<file path="src/rtl/bct_pkg.sv">
package bct_pkg;
    localparam int ADDR_W        = 24;
    localparam int LEN_W         = 4;
    localparam int BYTE_W        = 8;
    localparam logic [15:0] SPEED_REG_OFS = 16'h420D;

    typedef enum logic [2:0] {
        RGN_INTERNAL,
        RGN_REGISTER,
        RGN_SLOW,
        RGN_NORMAL,
        RGN_ROM_HI
    } region_e;
endpackage

</file>
<file path="src/rtl/bct_region_decode.sv">
module bct_region_decode
    import bct_pkg::*;
#(
    parameter int FAST_LEN   = 6,
    parameter int NORMAL_LEN = 8,
    parameter int SLOW_LEN   = 12
) (
    input  logic [ADDR_W-1:0] addr,
    input  logic              internal,
    input  logic              fast_en,
    output logic [LEN_W-1:0]  len,
    output logic              speed_reg_hit
);
    logic [7:0] bank;
    logic [7:0] page;
    region_e    region;

    assign bank = addr[23:16];
    assign page = addr[15:8];

    always_comb begin
        region = RGN_NORMAL;
        if (internal) begin
            region = RGN_INTERNAL;
        end else if (bank[6] || page[7]) begin
            // banks 40-7F/C0-FF, or upper half of a system bank
            region = bank[7] ? RGN_ROM_HI : RGN_NORMAL;
        end else if (page < 8'h20) begin
            region = RGN_NORMAL;
        end else if (page == 8'h40 || page == 8'h41) begin
            region = RGN_SLOW;
        end else if (page < 8'h60) begin
            region = RGN_REGISTER;
        end else begin
            region = RGN_NORMAL;
        end
    end

    always_comb begin
        unique case (region)
            RGN_INTERNAL, RGN_REGISTER: len = LEN_W'(FAST_LEN);
            RGN_SLOW:                   len = LEN_W'(SLOW_LEN);
            RGN_ROM_HI:                 len = fast_en ? LEN_W'(FAST_LEN) : LEN_W'(NORMAL_LEN);
            default:                    len = LEN_W'(NORMAL_LEN);
        endcase
    end

    assign speed_reg_hit = !bank[6] && (addr[15:0] == SPEED_REG_OFS);
endmodule

</file>
<file path="src/rtl/bct_line_timer.sv">
module bct_line_timer #(
    parameter int LINE_CLKS     = 1364,
    parameter int REFRESH_START = 536,
    parameter int REFRESH_CLKS  = 40
) (
    input  logic clk,
    input  logic rst_n,
    output logic stall,
    output logic line_start
);
    localparam int POS_W = $clog2(LINE_CLKS);
    localparam logic [POS_W-1:0] POS_LAST = POS_W'(LINE_CLKS - 1);
    localparam logic [POS_W-1:0] WIN_LO   = POS_W'(REFRESH_START);
    localparam logic [POS_W-1:0] WIN_HI   = POS_W'(REFRESH_START + REFRESH_CLKS);

    typedef struct packed {
        logic [POS_W-1:0] pos;
        logic             stall;
    } lt_state_t;

    lt_state_t s_d, s_q;

    always_comb begin
        s_d = s_q;
        s_d.pos   = (s_q.pos == POS_LAST) ? '0 : s_q.pos + 1'b1;
        s_d.stall = (s_d.pos >= WIN_LO) && (s_d.pos < WIN_HI);
    end

    always_ff @(posedge clk) begin
        if (!rst_n) s_q <= '0;
        else        s_q <= s_d;
    end

    assign stall      = s_q.stall;
    assign line_start = (s_q.pos == '0);

    AST_LINE_WRAP: assert property (@(posedge clk) disable iff (!rst_n)
        s_q.pos == POS_LAST |=> s_q.pos == '0);
    AST_REFRESH_OPEN: assert property (@(posedge clk) disable iff (!rst_n)
        $rose(s_q.stall) |-> s_q.pos == WIN_LO);
    AST_REFRESH_CLOSE: assert property (@(posedge clk) disable iff (!rst_n)
        $fell(s_q.stall) |-> s_q.pos == WIN_HI);
endmodule

</file>
<file path="src/rtl/bct_cycle_engine.sv">
module bct_cycle_engine
    import bct_pkg::*;
(
    input  logic             clk,
    input  logic             rst_n,
    input  logic             req_valid,
    input  logic             req_internal,
    input  logic             req_write,
    input  logic             wdata_bit,
    input  logic             speed_reg_hit,
    input  logic [LEN_W-1:0] len,
    input  logic             stall,
    output logic             ready,
    output logic             done,
    output logic             fast_en
);
    typedef struct packed {
        logic             busy;
        logic [LEN_W-1:0] cnt;
        logic             done;
        logic             fast;
    } eng_state_t;

    eng_state_t s_d, s_q;
    logic       accept;

    always_comb begin
        s_d      = s_q;
        s_d.done = 1'b0;
        accept   = req_valid && !s_q.busy;
        if (accept) begin
            s_d.busy = 1'b1;
            s_d.cnt  = len;
            if (req_write && speed_reg_hit) s_d.fast = wdata_bit;
        end else if (s_q.busy && !stall) begin
            if (s_q.cnt == LEN_W'(1)) begin
                s_d.busy = 1'b0;
                s_d.done = 1'b1;
                s_d.cnt  = '0;
            end else begin
                s_d.cnt = s_q.cnt - 1'b1;
            end
        end
    end

    always_ff @(posedge clk) begin
        if (!rst_n) s_q <= '0;
        else        s_q <= s_d;
    end

    assign ready   = !s_q.busy;
    assign done    = s_q.done;
    assign fast_en = s_q.fast;

    AST_DONE_PULSE: assert property (@(posedge clk) disable iff (!rst_n)
        s_q.done |=> !s_q.done);
    AST_DONE_IDLE: assert property (@(posedge clk) disable iff (!rst_n)
        s_q.done |-> !s_q.busy);
    AST_INTERNAL_LEN: assert property (@(posedge clk) disable iff (!rst_n)
        accept && req_internal |-> len == LEN_W'(6));
    AST_LEN_LEGAL: assert property (@(posedge clk) disable iff (!rst_n)
        accept |-> (len == LEN_W'(6) || len == LEN_W'(8) || len == LEN_W'(12)));
    AST_STALL_HOLD: assert property (@(posedge clk) disable iff (!rst_n)
        s_q.busy && stall |=> $stable(s_q.cnt) && s_q.busy);
    AST_SPEED_LOAD: assert property (@(posedge clk) disable iff (!rst_n)
        accept && req_write && speed_reg_hit |=> s_q.fast == $past(wdata_bit));
endmodule

</file>
<file path="src/rtl/bus_cycle_timer.sv">
module bus_cycle_timer
    import bct_pkg::*;
#(
    parameter int LINE_CLKS     = 1364,
    parameter int REFRESH_START = 536,
    parameter int REFRESH_CLKS  = 40,
    parameter int FAST_LEN      = 6,
    parameter int NORMAL_LEN    = 8,
    parameter int SLOW_LEN      = 12
) (
    input  logic              clk,
    input  logic              rst_n,
    input  logic              req_valid,
    input  logic [ADDR_W-1:0] req_addr,
    input  logic              req_internal,
    input  logic              req_write,
    input  logic [BYTE_W-1:0] req_wdata,
    output logic              req_ready,
    output logic              cyc_done,
    output logic              refresh_stall,
    output logic              line_start
);
    logic [LEN_W-1:0] cyc_len;
    logic             speed_hit;
    logic             fast_en;
    logic             stall;

    bct_region_decode #(
        .FAST_LEN   (FAST_LEN),
        .NORMAL_LEN (NORMAL_LEN),
        .SLOW_LEN   (SLOW_LEN)
    ) i_decode (
        .addr          (req_addr),
        .internal      (req_internal),
        .fast_en       (fast_en),
        .len           (cyc_len),
        .speed_reg_hit (speed_hit)
    );

    bct_line_timer #(
        .LINE_CLKS     (LINE_CLKS),
        .REFRESH_START (REFRESH_START),
        .REFRESH_CLKS  (REFRESH_CLKS)
    ) i_line (
        .clk        (clk),
        .rst_n      (rst_n),
        .stall      (stall),
        .line_start (line_start)
    );

    bct_cycle_engine i_engine (
        .clk           (clk),
        .rst_n         (rst_n),
        .req_valid     (req_valid),
        .req_internal  (req_internal),
        .req_write     (req_write),
        .wdata_bit     (req_wdata[0]),
        .speed_reg_hit (speed_hit),
        .len           (cyc_len),
        .stall         (stall),
        .ready         (req_ready),
        .done          (cyc_done),
        .fast_en       (fast_en)
    );

    assign refresh_stall = stall;
endmodule

</file>
<file path="config.mk">
export PLATFORM = sky130hd
export DESIGN_NAME = bus_cycle_timer
export DESIGN_NICKNAME = d
export VERILOG_FILES = /design/src/rtl/bct_pkg.sv /design/src/rtl/bct_region_decode.sv /design/src/rtl/bct_line_timer.sv /design/src/rtl/bct_cycle_engine.sv /design/src/rtl/bus_cycle_timer.sv
export SDC_FILE = /design/constraint.sdc
export NUM_CORES = 1
export LEC_CHECK = 0
export BUFFER_PORTS_ARGS = -buffer_cell sky130_fd_sc_hd__buf_2
export CAP_MARGIN = 30
export CORE_UTILIZATION = 40
export DETAILED_ROUTE_END_ITERATION = 12
export PLACE_DENSITY_LB_ADDON = 0.08
export SETUP_SLACK_MARGIN = 0.02
export SLEW_MARGIN = 20
export SYNTH_ARGS = -nofsm -noshare
export SYNTH_HDL_FRONTEND = slang
export SYNTH_SLANG_ARGS = --single-unit
export TNS_END_PERCENT = 100
</file>
<file path="constraint.sdc">
create_clock -name clk -period 4.6 [get_ports clk]
set_input_delay 0.23 -clock clk [delete_from_list [all_inputs] [get_ports clk]]
set_output_delay 0.23 -clock clk [all_outputs]
set_load 0.01 [all_outputs]
</file>
; After elaboration in Yosys (flattened, before gate mapping)
; Cells that the tools add are included.
; W data, S select, Z words.
[totals]
ff_bits = 19
[classes]
n_bitwise = 2
eq_ne = 8
mux = 14
magnitude_cmp = 4
addsub = 2
reduce_logical = 18
[ops]
columns = operator, n
row1 = $eq A16 B15 Y1 const B, 1
row2 = $eq A8 B7 Y1 const B, 2
row3 = $mux W3, 5
row4 = $pmux W4 S3, 1
row5 = $add A11 B1 Y11 const B, 1
row6 = $eq A11 B11 Y1 const B, 1
row7 = $ge A11 B10 Y1 const B, 1
row8 = $logic_not A11 Y1, 1
row9 = $lt A11 B10 Y1 const B, 1
row10 = $mux W11, 1
row11 = $lt A8 B6 Y1 const B, 1
row12 = $lt A8 B7 Y1 const B, 1
row13 = $mux W4, 2
row14 = $mux W6, 1
row15 = $logic_and A1 B1 Y1, 5
row16 = $mux W5, 1
row17 = $eq A4 B1 Y1 const B, 1
row18 = $reduce_and A2 Y1, 2
row19 = $reduce_bool A2 Y1, 2
row20 = $sub A4 B1 Y4 const B, 1
row21 = $eq A3 B1 Y1 const B, 1
row22 = $eq A3 B2 Y1 const B, 1
row23 = $eq A3 B3 Y1 const B, 1
row24 = $logic_not A1 Y1, 3
row25 = other kinds (7), 10

; Depth between registers and ports, before layout
; Gate-level depths: netlist (run 1).
[depth]
ltp_word = 10
depth_mapped = 6
depth_no_buf = 6

; By module
; Synthesis (run 1) repeated with hierarchy kept, for this count alone.
[hier_totals]
cells_unflattened = 136
area_unflattened_um2 = 1159.9
[modules_own_cells]
columns = module, cells_each, area_each_um2, seq_area_each_um2, instances
row1 = bct_line_timer, 75, 655.6, 240.2, 1
row2 = bct_cycle_engine, 44, 385.4, 140.1, 1
row3 = bct_region_decode, 17, 118.9, 0.0, 1

; Least setup slack after synthesis (run 1)
; No wires, ideal clock.
[synth_path]
path_kind = reg2reg
start = register i_line.s_q[3] (netlist name)
end = register i_line.s_q[3] (netlist name)
t_arrival_ns = 1.483
setup_ns = 0.115
setup_slack_ns = 3.003
stages_incl_launch_ff = 7
t_required_ns = 4.485
n_path_buf = 2
cell_sequence = dfxtp_1 buf_6 or4_4 nor4_4 nand2b_1 buf_4 nor2_1
[synth_via]
elab_chain_len = 2
word_cells_on_any_way = 3
classes_between = add/sub (1) / eq/ne (1) / mux (1)
[synth_rtl]
columns = item, line_no
row1 = "start, declared", bct_line_timer.sv:21  ; lt_state_t s_d, s_q;
row2 = "start signal, assigned", bct_line_timer.sv:30  ; if (!rst_n) s_q <= '0;
row3 = "start signal, assigned", bct_line_timer.sv:31  ; else s_q <= s_d;
row4 = $add A11 B1 Y11 or $eq A11 B11 Y1 (tied branches), bct_line_timer.sv:25  ; s_d.pos = (s_q.pos == POS_LAST) ? '0 : s_q.pos + 1'b1;
row5 = $mux W11 (*), bct_line_timer.sv:25
; Every way passes the cells marked *; elsewhere a longest branch is shown, timed or not.
; A chain may end at the register's enable or synchronous reset.

; Final worst setup path (run 1)
[layout_path]
start = register i_line.s_q[3] (netlist name)
end = output line_start
[layout_via]
elab_chain_len = 1
[layout_rtl]
columns = item, line_no
row1 = $logic_not A11 Y1, bct_line_timer.sv:35  ; assign line_start = (s_q.pos == '0);
row2 = "end, declared", bus_cycle_timer.sv:21  ; output logic line_start
; No other way between the ends.

==> results of run 1 <==
[area by class of cell]
type	instances	area, sq um
fill	282	1440
clock buffer	3	22.5
timing repair buffer	27	135
sequential	19	380
multi-input combinational	105	722
tap	31	38.8
clock inverter	1	5.00
inverter	9	33.8
[state kept, by name, summed over array words and instances, names as in the netlist]
name              flops
i_line.s_q           11
i_engine.s_q          5
i_engine.done         1
i_engine.fast_en      1
i_line.stall          1
[through the flow]
stage | hold slack, ns | worst slack (ns)
floorplan | 0.382 | 3.00
global placement | 0.487 | 2.83
detailed placement | 0.505 | 2.81
CTS | 0.197 | 2.72
global route | 0.208 | 2.59
finish | 0.196 | 2.74
[synth_stat cells, types with 2 or more instances]
master    number
dfxtp_1       19
nor2_1        12
inv_1          9
nor3_1         7
xnor2_1        7
and3_1         6
nand2_1        5
nand3_1        5
nand4_1        5
clkbuf_1       4
ha_1           4
nor2b_1        4
xor2_1         4
a21boi_0       3
a31oi_1        3
and2_1         3
nand2b_1       3
nor4_1         3
o21ai_0        3
a21oi_1        2
buf_6          2
mux2i_1        2
nor3b_1        2
[cell families (layout without fill, tap and decap cells)]
family | count (synthesis) | after routing | synth area share
AO/OA/AOI/OAI | 21 | 21 | 0.126
XOR/XNOR | 11 | 11 | 0.0812
adder cells (fa/ha/maj) | 4 | 4 | 0.0422
buffers and inverters | 17 | 40 | 0.0707
flip-flops | 19 | 19 | 0.321
multiplexers | 2 | 2 | 0.0169
AND/OR/NAND/NOR | 67 | 67 | 0.343
[per-layer routing]
metal,GRT usage,share of wire,up-vias
li1,-,-,556
met1,0.221,0.51,492
met2,0.284,0.45,25
met3,0.0576,0.049,0
met4,0.0383,0,0
met5,0,0,-
[path summary, 6_finish.rpt]
kind                                     from          endpoint  slack [ns]  depth (start not counted)
worst max-delay path            i_line.s_q[3]        line_start        2.74                          3
worst min-delay path             req_wdata[0]  i_engine.fast_en        0.20                          3
worst max register to register  i_line.s_q[3]     i_line.s_q[7]        2.77                          4
worst min register to register  i_line.s_q[1]     i_line.s_q[1]        0.53                          1
[worst max-delay path, cell delays in order, from the launching register on]
cell	delay, ns
dfxtp_1	0.41
or4_4	0.58
nor3_1	0.18
buf_2	0.16
[power by group]
part | switching (mW) | total (mW) | internal, mW
clock network | 0.0537 | 0.0862 | 0.0325
registers | 0.00919 | 0.181 | 0.171
logic | 0.0244 | 0.0508 | 0.0264
total | 0.0873 | 0.318 | 0.230
==> results by group, run 1 <==
Detailed routing
  – Wirelength per Cell: 12.6 microns
  – DR DRC count: 0
  – Vias per cell: 5.50
  – ANT nets after route: 0
  – 1st-pass router iterations: 4
  – DRT Wirelength: 2460 microns
  – Vias: 1073
  – Initial DRC count: 18

Floorplanning
  – # rows: 19
  – Die Wd: 56.5 microns
  – Initial Utilization: 0.426
  – # IOs: 41
  – Die Y: 56.5 microns
  – Full die area: 3190 sq um
  – Core region area: 2780 sq um

GRT
  – First-pass GRT wire length: 4460 microns
  – GRT Util Overall: 0.174
  – Initial antenna violation count: 0
  – Gr ovfl total: 0
  – Largest net degree at the start of global routing: 13
  – Vias in the first global route: 1040

Synth
  – Syn Area/Cell: 8.41 sq um
  – Top-area cell type share of the netlist area: 0.321
  – Synth Register Bits: 19
  – Largest cells by area after synthesis: dfxtp_1 32%, xnor2_1 5.2%, ha_1 4.2%
  – Netlist Area Pre-Place: 1190 sq um
  – Syn_nets: 182
  – Synth Flop Type: dfxtp_1
  – Number of enable flip-flop cells after synthesis: 0
  – Seq/Total Area, Yosys: 0.321
  – Mapped Cells: 141
  – Cell variety after synth: 47
  – Ys async rst share: 0
  – Post-synth top area cell: dfxtp_1
  – Synth warn: 0

Clock network
  – CTS max path bufs: 2
  – Clock latency on the worst-skew pair: 0.31 ns
  – H-tree Lvls: 1
  – Clk sinks: 19
  – Root buffer cell: clkbuf_4
  – Post-CTS setup buffers: 0
  – Post-CTS Resized: 0
  – CTS Buf Count: 3
  – Hold Buf Count CTS: 0
  – Clock transition at the registers of the reported paths: 0.12 ns
  – CTS tree: yes

Cells and area
  – Most frequent cells in the layout: 27 x buf_2, 19 x dfxtp_1, 12 x nor2_1
  – Area delta synth->final: 12.8%
  – Final Util: 0.481
  – Fin area: 1340 sq um
  – Share of cells above drive strength 1: 0.244
  – # diodes: 0
  – Final cell count without fillers: 195
  – Most common cell after layout, fill and taps aside: buf_2
  – Nets: 206

Timing
  – Actual slew at the worst max-slew pin: 0.367 ns
  – Clk_skew: 0.0117 ns
  – Final hold violation count: 0
  – Minimum clock period: 1.86 ns
  – Max Slew Vio Count: 0
  – RSZ-0062 raised after global routing: false
  – Max_slew headroom: 0.755
  – Final period util: 0.405
  – Setup_tns: 0 ns
  – Fmax: 537 MHz
  – Final setup vio count: 0

Critical path
  – Crit path max fanout: 8
  – Worst path required time: 4.37 ns
  – Data arrival, critical path: 1.63 ns
  – Startpoint types: register
  – Critical path type: register to output port
  – CP Capture Type: output port

Power
  – Tot Pwr: 0.318 mW
  – Peak supply drop: 0.211 mV
  – Power Density: 237 nW/um^2
  – Static leakage: 0.533 nW

Place
  – Number of port buffers: 27
  – Placer Congestion: 0.848
  – # placed instances: 191
  – Post-DP HPWL: 1860 microns
  – Cell Area, Placed: 1310 sq um

Worst hold path
  – Tightest Hold Check Type: primary input to register

Run status
  – Status: complete, no violations

Run
  – Max-cap viol count: 0
Power figures use the tool's default switching activity.
==> run 2: changes to the inputs <==
clock period = 1.8 ns   (was 4.6 ns; I/O delays follow)
==> results by group, run 2 (same netlist as run 1, synthesis figures left out) <==
Cells and area
  – Nets: 213 (+3.4%)
  – Area delta synth->final: 17.1%
  – Most frequent cells in the layout: 27 x buf_2, 19 x dfxtp_1, 12 x nor2_1
  – Max FFs per register: 11 (unchanged)
  – Fin area: 1390 sq um (+3.8%)
  – Largest regs: i_line.s_q: 11 flops, i_engine.s_q: 5 flops
  – # diodes: 0 (unchanged)
  – Most flops, register: i_line.s_q
  – Most common cell after layout, fill and taps aside: buf_2
  – Share of cells above drive strength 1: 0.269 (+0.0251)

Power
  – Clock share of power: 0.271 (about the same)
  – Static leakage: 0.566 nW (+6.3%)
  – Switching Share: 0.274 (-0.000436)
  – Sw power: 0.227 mW (+160%)
  – Comb pwr share: 0.178 (+0.018)
  – Seq pwr share: 0.551 (-0.018)
  – Cell internal pwr: 0.600 mW (+160%)
  – Power Density: 596 nW/um^2 (+150%)
  – Peak supply drop: 0.578 mV (+170%)

Detailed routing
  – DRT Wirelength: 2550 microns (+3.5%)
  – 1st-pass router iterations: 4 (unchanged)
  – Met3 Wirelength: 150 microns (+25%)
  – ANT nets after route: 0 (unchanged)
  – Vias per cell: 5.48 (-0.41%)
  – DR DRC count: 0 (unchanged)
  – Top Layer Used: met4
  – Wirelength per Cell: 12.6 microns (about the same)
  – Initial DRC count: 38 (+20)
  – DRT met1 WL: 1230 microns (-0.97%)
  – Met2 WL: 1130 microns (+3.5%)
  – Vias: 1107 (+3.2%)

Timing
  – Fmax: 596 MHz
  – Actual slew at the worst max-slew pin: 0.353 ns (-0.0149 ns)
  – Max_slew headroom: 0.763 (+0.00778)
  – Final period util: 0.932
  – Max Slew Vio Count: 0 (unchanged)
  – Clk_skew: 0.00333 ns (-0.00834 ns)
  – Final setup vio count: 0 (unchanged)
  – Final hold violation count: 0 (unchanged)
  – Minimum clock period: 1.68 ns
  – Setup_tns: 0 ns (unchanged)
  – RSZ-0062 raised after global routing: false

Critical path
  – Crit path max-delay family: simple AND/OR/NAND/NOR gates
  – Flop-to-flop setup slack: 0.12 ns (-2.65 ns)
  – Crit path max fanout: 7 (-1)
  – R2R Path Start: i_line.s_q[1]
  – Reg2reg path depth: 5 (+1)
  – Critical path type: register to register
  – Crit path buffers/inverters: 0 (-1)
  – Data arrival, critical path: 1.90 ns (+0.27 ns)
  – Slowest stage cell, crit path: dfxtp_1
  – Worst-path cell chain: ha_1 -> and4_2 -> and3_1 -> a32oi_1 -> nor4_2
  – R2R Path End: i_line.stall
  – Worst path max stage delay: 0.44 ns (-0.14 ns)
  – Startpoint types: register
  – Worst path required time: 2.02 ns (-2.35 ns)
  – CP Capture Type: register

Worst hold path
  – Hold-critical path depth: 3 (unchanged)
  – Worst Hold End: i_engine.fast_en
  – Hold Startpoint: req_wdata[0]
  – Tightest Hold Check Type: primary input to register

Floorplanning
  – Core region area: 2780 sq um (unchanged)
  – Initial Utilization: 0.426 (unchanged)
  – Full die area: 3190 sq um (unchanged)
  – # IOs: 41 (unchanged)
  – # rows: 19 (unchanged)
  – Die Wd: 56.5 microns (unchanged)
  – Die Y: 56.5 microns (unchanged)

Clock network
  – Post-CTS setup buffers: 0 (unchanged)
  – Hold Buf Count CTS: 0 (unchanged)
  – Clk sinks: 19 (unchanged)
  – H-tree Lvls: 1 (unchanged)
  – Clock transition at the registers of the reported paths: 0.11 ns (about the same)
  – Clock latency on the worst-skew pair: 0.30 ns (about the same)
  – Root buffer cell: clkbuf_4
  – CTS Buf Count: 3 (unchanged)
  – CTS tree: yes
  – CTS max path bufs: 2 (unchanged)
  – Post-CTS Resized: 0 (unchanged)

GRT
  – First-pass GRT wire length: 4570 microns (+2.5%)
  – GRT Util Overall: 0.179 (+0.00525)
  – Largest net degree at the start of global routing: 13 (unchanged)
  – Vias in the first global route: 1098 (+5.6%)
  – Gr ovfl total: 0 (unchanged)
  – Initial antenna violation count: 0 (unchanged)

Run
  – Max-cap viol count: 0 (unchanged)

Place
  – Post-DP HPWL: 1950 microns (+4.5%)
  – Cell Area, Placed: 1360 sq um (+4.0%)
  – Number of port buffers: 27 (unchanged)
  – Placer Congestion: 0.791 (-6.8%)

Run status
  – Status: complete, no violations
==> run 2: changes by cell type in the layout (fill, tap and decap cells not counted) <==
cell / delta
clkinv_2: -1
buf_4: +7
clkbuf_1: +1
==> run 2: per-stage QoR <==
stage / cells / worst slack [ns] / hold WS, ns / utilization / total power [mW]
3_3_place_gp: 198 / 0.205 / 0.370 / 0.490 / 0.606
6_report: 202 / 0.122 / 0.0445 / 0.499 / 0.828
2_1_floorplan: 141 / 0.203 / 0.242 / - / 0.554
5_1_grt: 202 / 0.0431 / 0.0551 / 0.499 / 0.874
4_1_cts: 202 / 0.147 / 0.0441 / 0.499 / 0.832
3_5_place_dp: 198 / 0.151 / 0.373 / 0.490 / 0.612
==> run 2: worst max path at each step <==
stage,startpoint,endpoint,slack [ns],depth (start not counted)
after CTS,i_line.s_q[3],line_start,0.15,3
after detailed placement,i_line.s_q[1],i_line.stall,0.15,5
after global placement,i_line.s_q[3],i_line.s_q[5],0.20,5
after global routing,i_line.s_q[1],i_line.stall,0.04,5
after floorplan,i_line.s_q[3],i_line.s_q[3],0.20,6
final,i_line.s_q[1],i_line.stall,0.12,5
==> run 2: metal layers <==
metal,GRT usage,vias up
met5,0,-
li1,-,562
met2,0.299,40
met1,0.231,501
met4,0.0662,0
met3,0.0276,4
==> run 2: layout make-up <==
cell class / instances / area (sq um)
clock buffers: 4 / 26.3
fillers: 284 / 1390
inverters: 9 / 33.8
multi-input cells: 105 / 722
flip-flops and latches: 19 / 380
well taps: 31 / 38.8
repair buffers: 34 / 188
==> run 2: power groups by stage <==
stage               logic, mW  clock network (mW)  registers [mW]
floorplan              0.0933                   0           0.460
global placement        0.142                   0           0.464
detailed placement      0.147                   0           0.465
CTS                     0.148               0.228           0.456
global route            0.168               0.246           0.459
finish                  0.147               0.224           0.456
==> run 2: worst register-to-register path, cell delays in order (launching register included) <==
cell and delay, ns:
dfxtp_1 0.44, ha_1 0.28, and4_2 0.31, and3_1 0.18
a32oi_1 0.12, nor4_2 0.27
==> run 3: changes to the inputs <==
RECOVER_POWER = 100   (was default)
==> results by group, run 3 (same netlist as run 1, synthesis figures left out) <==
Run
  – Max-cap viol count: 0 (unchanged)

Power
  – Power Density: 600 nW/um^2 (+0.64%)
  – Static leakage: 0.542 nW (-4.4%)
  – Peak supply drop: 0.575 mV (-0.42%)

Place
  – Post-DP HPWL: 1950 microns (unchanged)
  – Number of port buffers: 27 (unchanged)
  – Placer Congestion: 0.791 (unchanged)

Clock network
  – Clk sinks: 19 (unchanged)
  – Hold Buf Count CTS: 0 (unchanged)
  – CTS max path bufs: 2 (unchanged)
  – Clock transition at the registers of the reported paths: 0.11 ns (about the same)
  – CTS Buf Count: 3 (unchanged)
  – Clock latency on the worst-skew pair: 0.30 ns (about the same)
  – Post-CTS setup buffers: 0 (unchanged)
  – CTS tree: yes
  – Root buffer cell: clkbuf_4
  – H-tree Lvls: 1 (unchanged)
  – Post-CTS Resized: 0 (unchanged)

Floorplanning
  – Initial Utilization: 0.426 (unchanged)
  – # IOs: 41 (unchanged)
  – # rows: 19 (unchanged)
  – Die Wd: 56.5 microns (unchanged)
  – Full die area: 3190 sq um (unchanged)
  – Die Y: 56.5 microns (unchanged)
  – Core region area: 2780 sq um (unchanged)

Timing
  – Max Slew Vio Count: 0 (unchanged)
  – Final hold violation count: 0 (unchanged)
  – Setup_tns: 0 ns (unchanged)
  – Actual slew at the worst max-slew pin: 0.353 ns (unchanged)
  – Final period util: 0.945 (+0.0130)
  – Minimum clock period: 1.70 ns (+0.0233 ns)
  – Worst hold margin: 0.0447 ns (+0.000149 ns)
  – Clk_skew: 0.00315 ns (-0.000184 ns)
  – RSZ-0062 raised after global routing: false
  – Fmax: 588 MHz (-1.4%)
  – Final setup vio count: 0 (unchanged)
  – Max_slew headroom: 0.763 (unchanged)

GRT
  – Vias in the first global route: 1098 (unchanged)
  – GRT Util Overall: 0.179 (unchanged)
  – First-pass GRT wire length: 4570 microns (unchanged)
  – Gr ovfl total: 0 (unchanged)
  – Largest net degree at the start of global routing: 13 (unchanged)
  – Initial antenna violation count: 0 (unchanged)

Cells and area
  – # diodes: 0 (unchanged)
  – Most frequent cells in the layout: 24 x buf_2, 19 x dfxtp_1, 12 x nor2_1
  – Area delta synth->final: 15.5%
  – Share of cells above drive strength 1: 0.228 (-0.0409)
  – Max FFs per register: 11 (unchanged)
  – Most common cell after layout, fill and taps aside: buf_2
  – Largest regs: i_line.s_q: 11 flops, i_engine.s_q: 5 flops
  – Nets: 213 (unchanged)
  – Most flops, register: i_line.s_q

Detailed routing
  – Vias per cell: 5.42 (-1.1%)
  – 1st-pass router iterations: 4 (unchanged)
  – Wirelength per Cell: 12.7 microns (+0.71%)
  – DRT Wirelength: 2560 microns (+0.71%)
  – Vias: 1095 (-1.1%)
  – Initial DRC count: 41 (+7.9%)
  – ANT nets after route: 0 (unchanged)
  – DR DRC count: 0 (unchanged)

Critical path
  – Worst-path cell chain: or4_4 -> nor4_4 -> nand2b_1 -> clkbuf_2 -> nor2_1
  – Critical path type: register to register
  – Startpoint types: register
  – CP Capture Type: register
  – Crit path max fanout: 8 (+1)
  – Slowest stage cell, crit path: or4_4
  – Worst path max stage delay: 0.56 ns (+0.12 ns)
  – Worst path required time: 2.00 ns (-0.02 ns)
  – Data arrival, critical path: 1.91 ns (about the same)

Run status
  – Status: complete, no violations

Worst hold path
  – Tightest Hold Check Type: primary input to register
run 3: cell count changes in the layout (fill, tap and decap cells not counted), sizes merged:
cell / change
clkbuf: +7
buf: -7
run 3: per-layer routing:
layer / up-vias / routed length [microns] / track usage
met5: - / 0 / 0
met4: 0 / 30 / 0.0662
met3: 4 / 126 / 0.0276
met2: 32 / 1150 / 0.299
met1: 498 / 1250 / 0.231
li1: 561 / - / -
run 3: cell type report:
type,count,area (sq um)
fill,291,1410
sequential,19,380
timing repair buffer,34,170
clock buffer,4,26.3
tap,31,38.8
inverter,9,33.8
multi-input combinational,105,721
run 3: worst max-delay path: cells and delay by family (launching register included):
family        cells  cell delay (ns)
buf+inv           1             0.21
flops             1             0.34
simple gates      4             1.04
run 3: power breakdown:
group	internal, mW	total, mW	switching, mW
sequential	0.438	0.456	0.0180
clock	0.0864	0.224	0.137
combinational	0.0701	0.142	0.0718
run 3: path summary, 6_finish.rpt:
path | start | end | slack (ns) | cells past startpoint
min reg2reg | i_line.s_q[1] | i_line.s_q[1] | 0.52 | 1
max reg2reg | i_line.s_q[3] | i_line.s_q[5] | 0.1 | 5
max | i_line.s_q[3] | i_line.s_q[5] | 0.1 | 5
min | req_wdata[0] | i_engine.fast_en | 0.04 | 3
run 3: through the flow:
step                worst slack [ns]  utilization  power, mW  cell area [sq um]  instances
CTS                            0.147        0.499      0.832               1390        202
global placement               0.205        0.490      0.606               1360        198
global route                  0.0219        0.493      0.868               1370        202
floorplan                      0.203            -      0.554               1190        141
finish                        0.0984        0.493      0.822               1370        202
detailed placement             0.151        0.490      0.612               1360        198
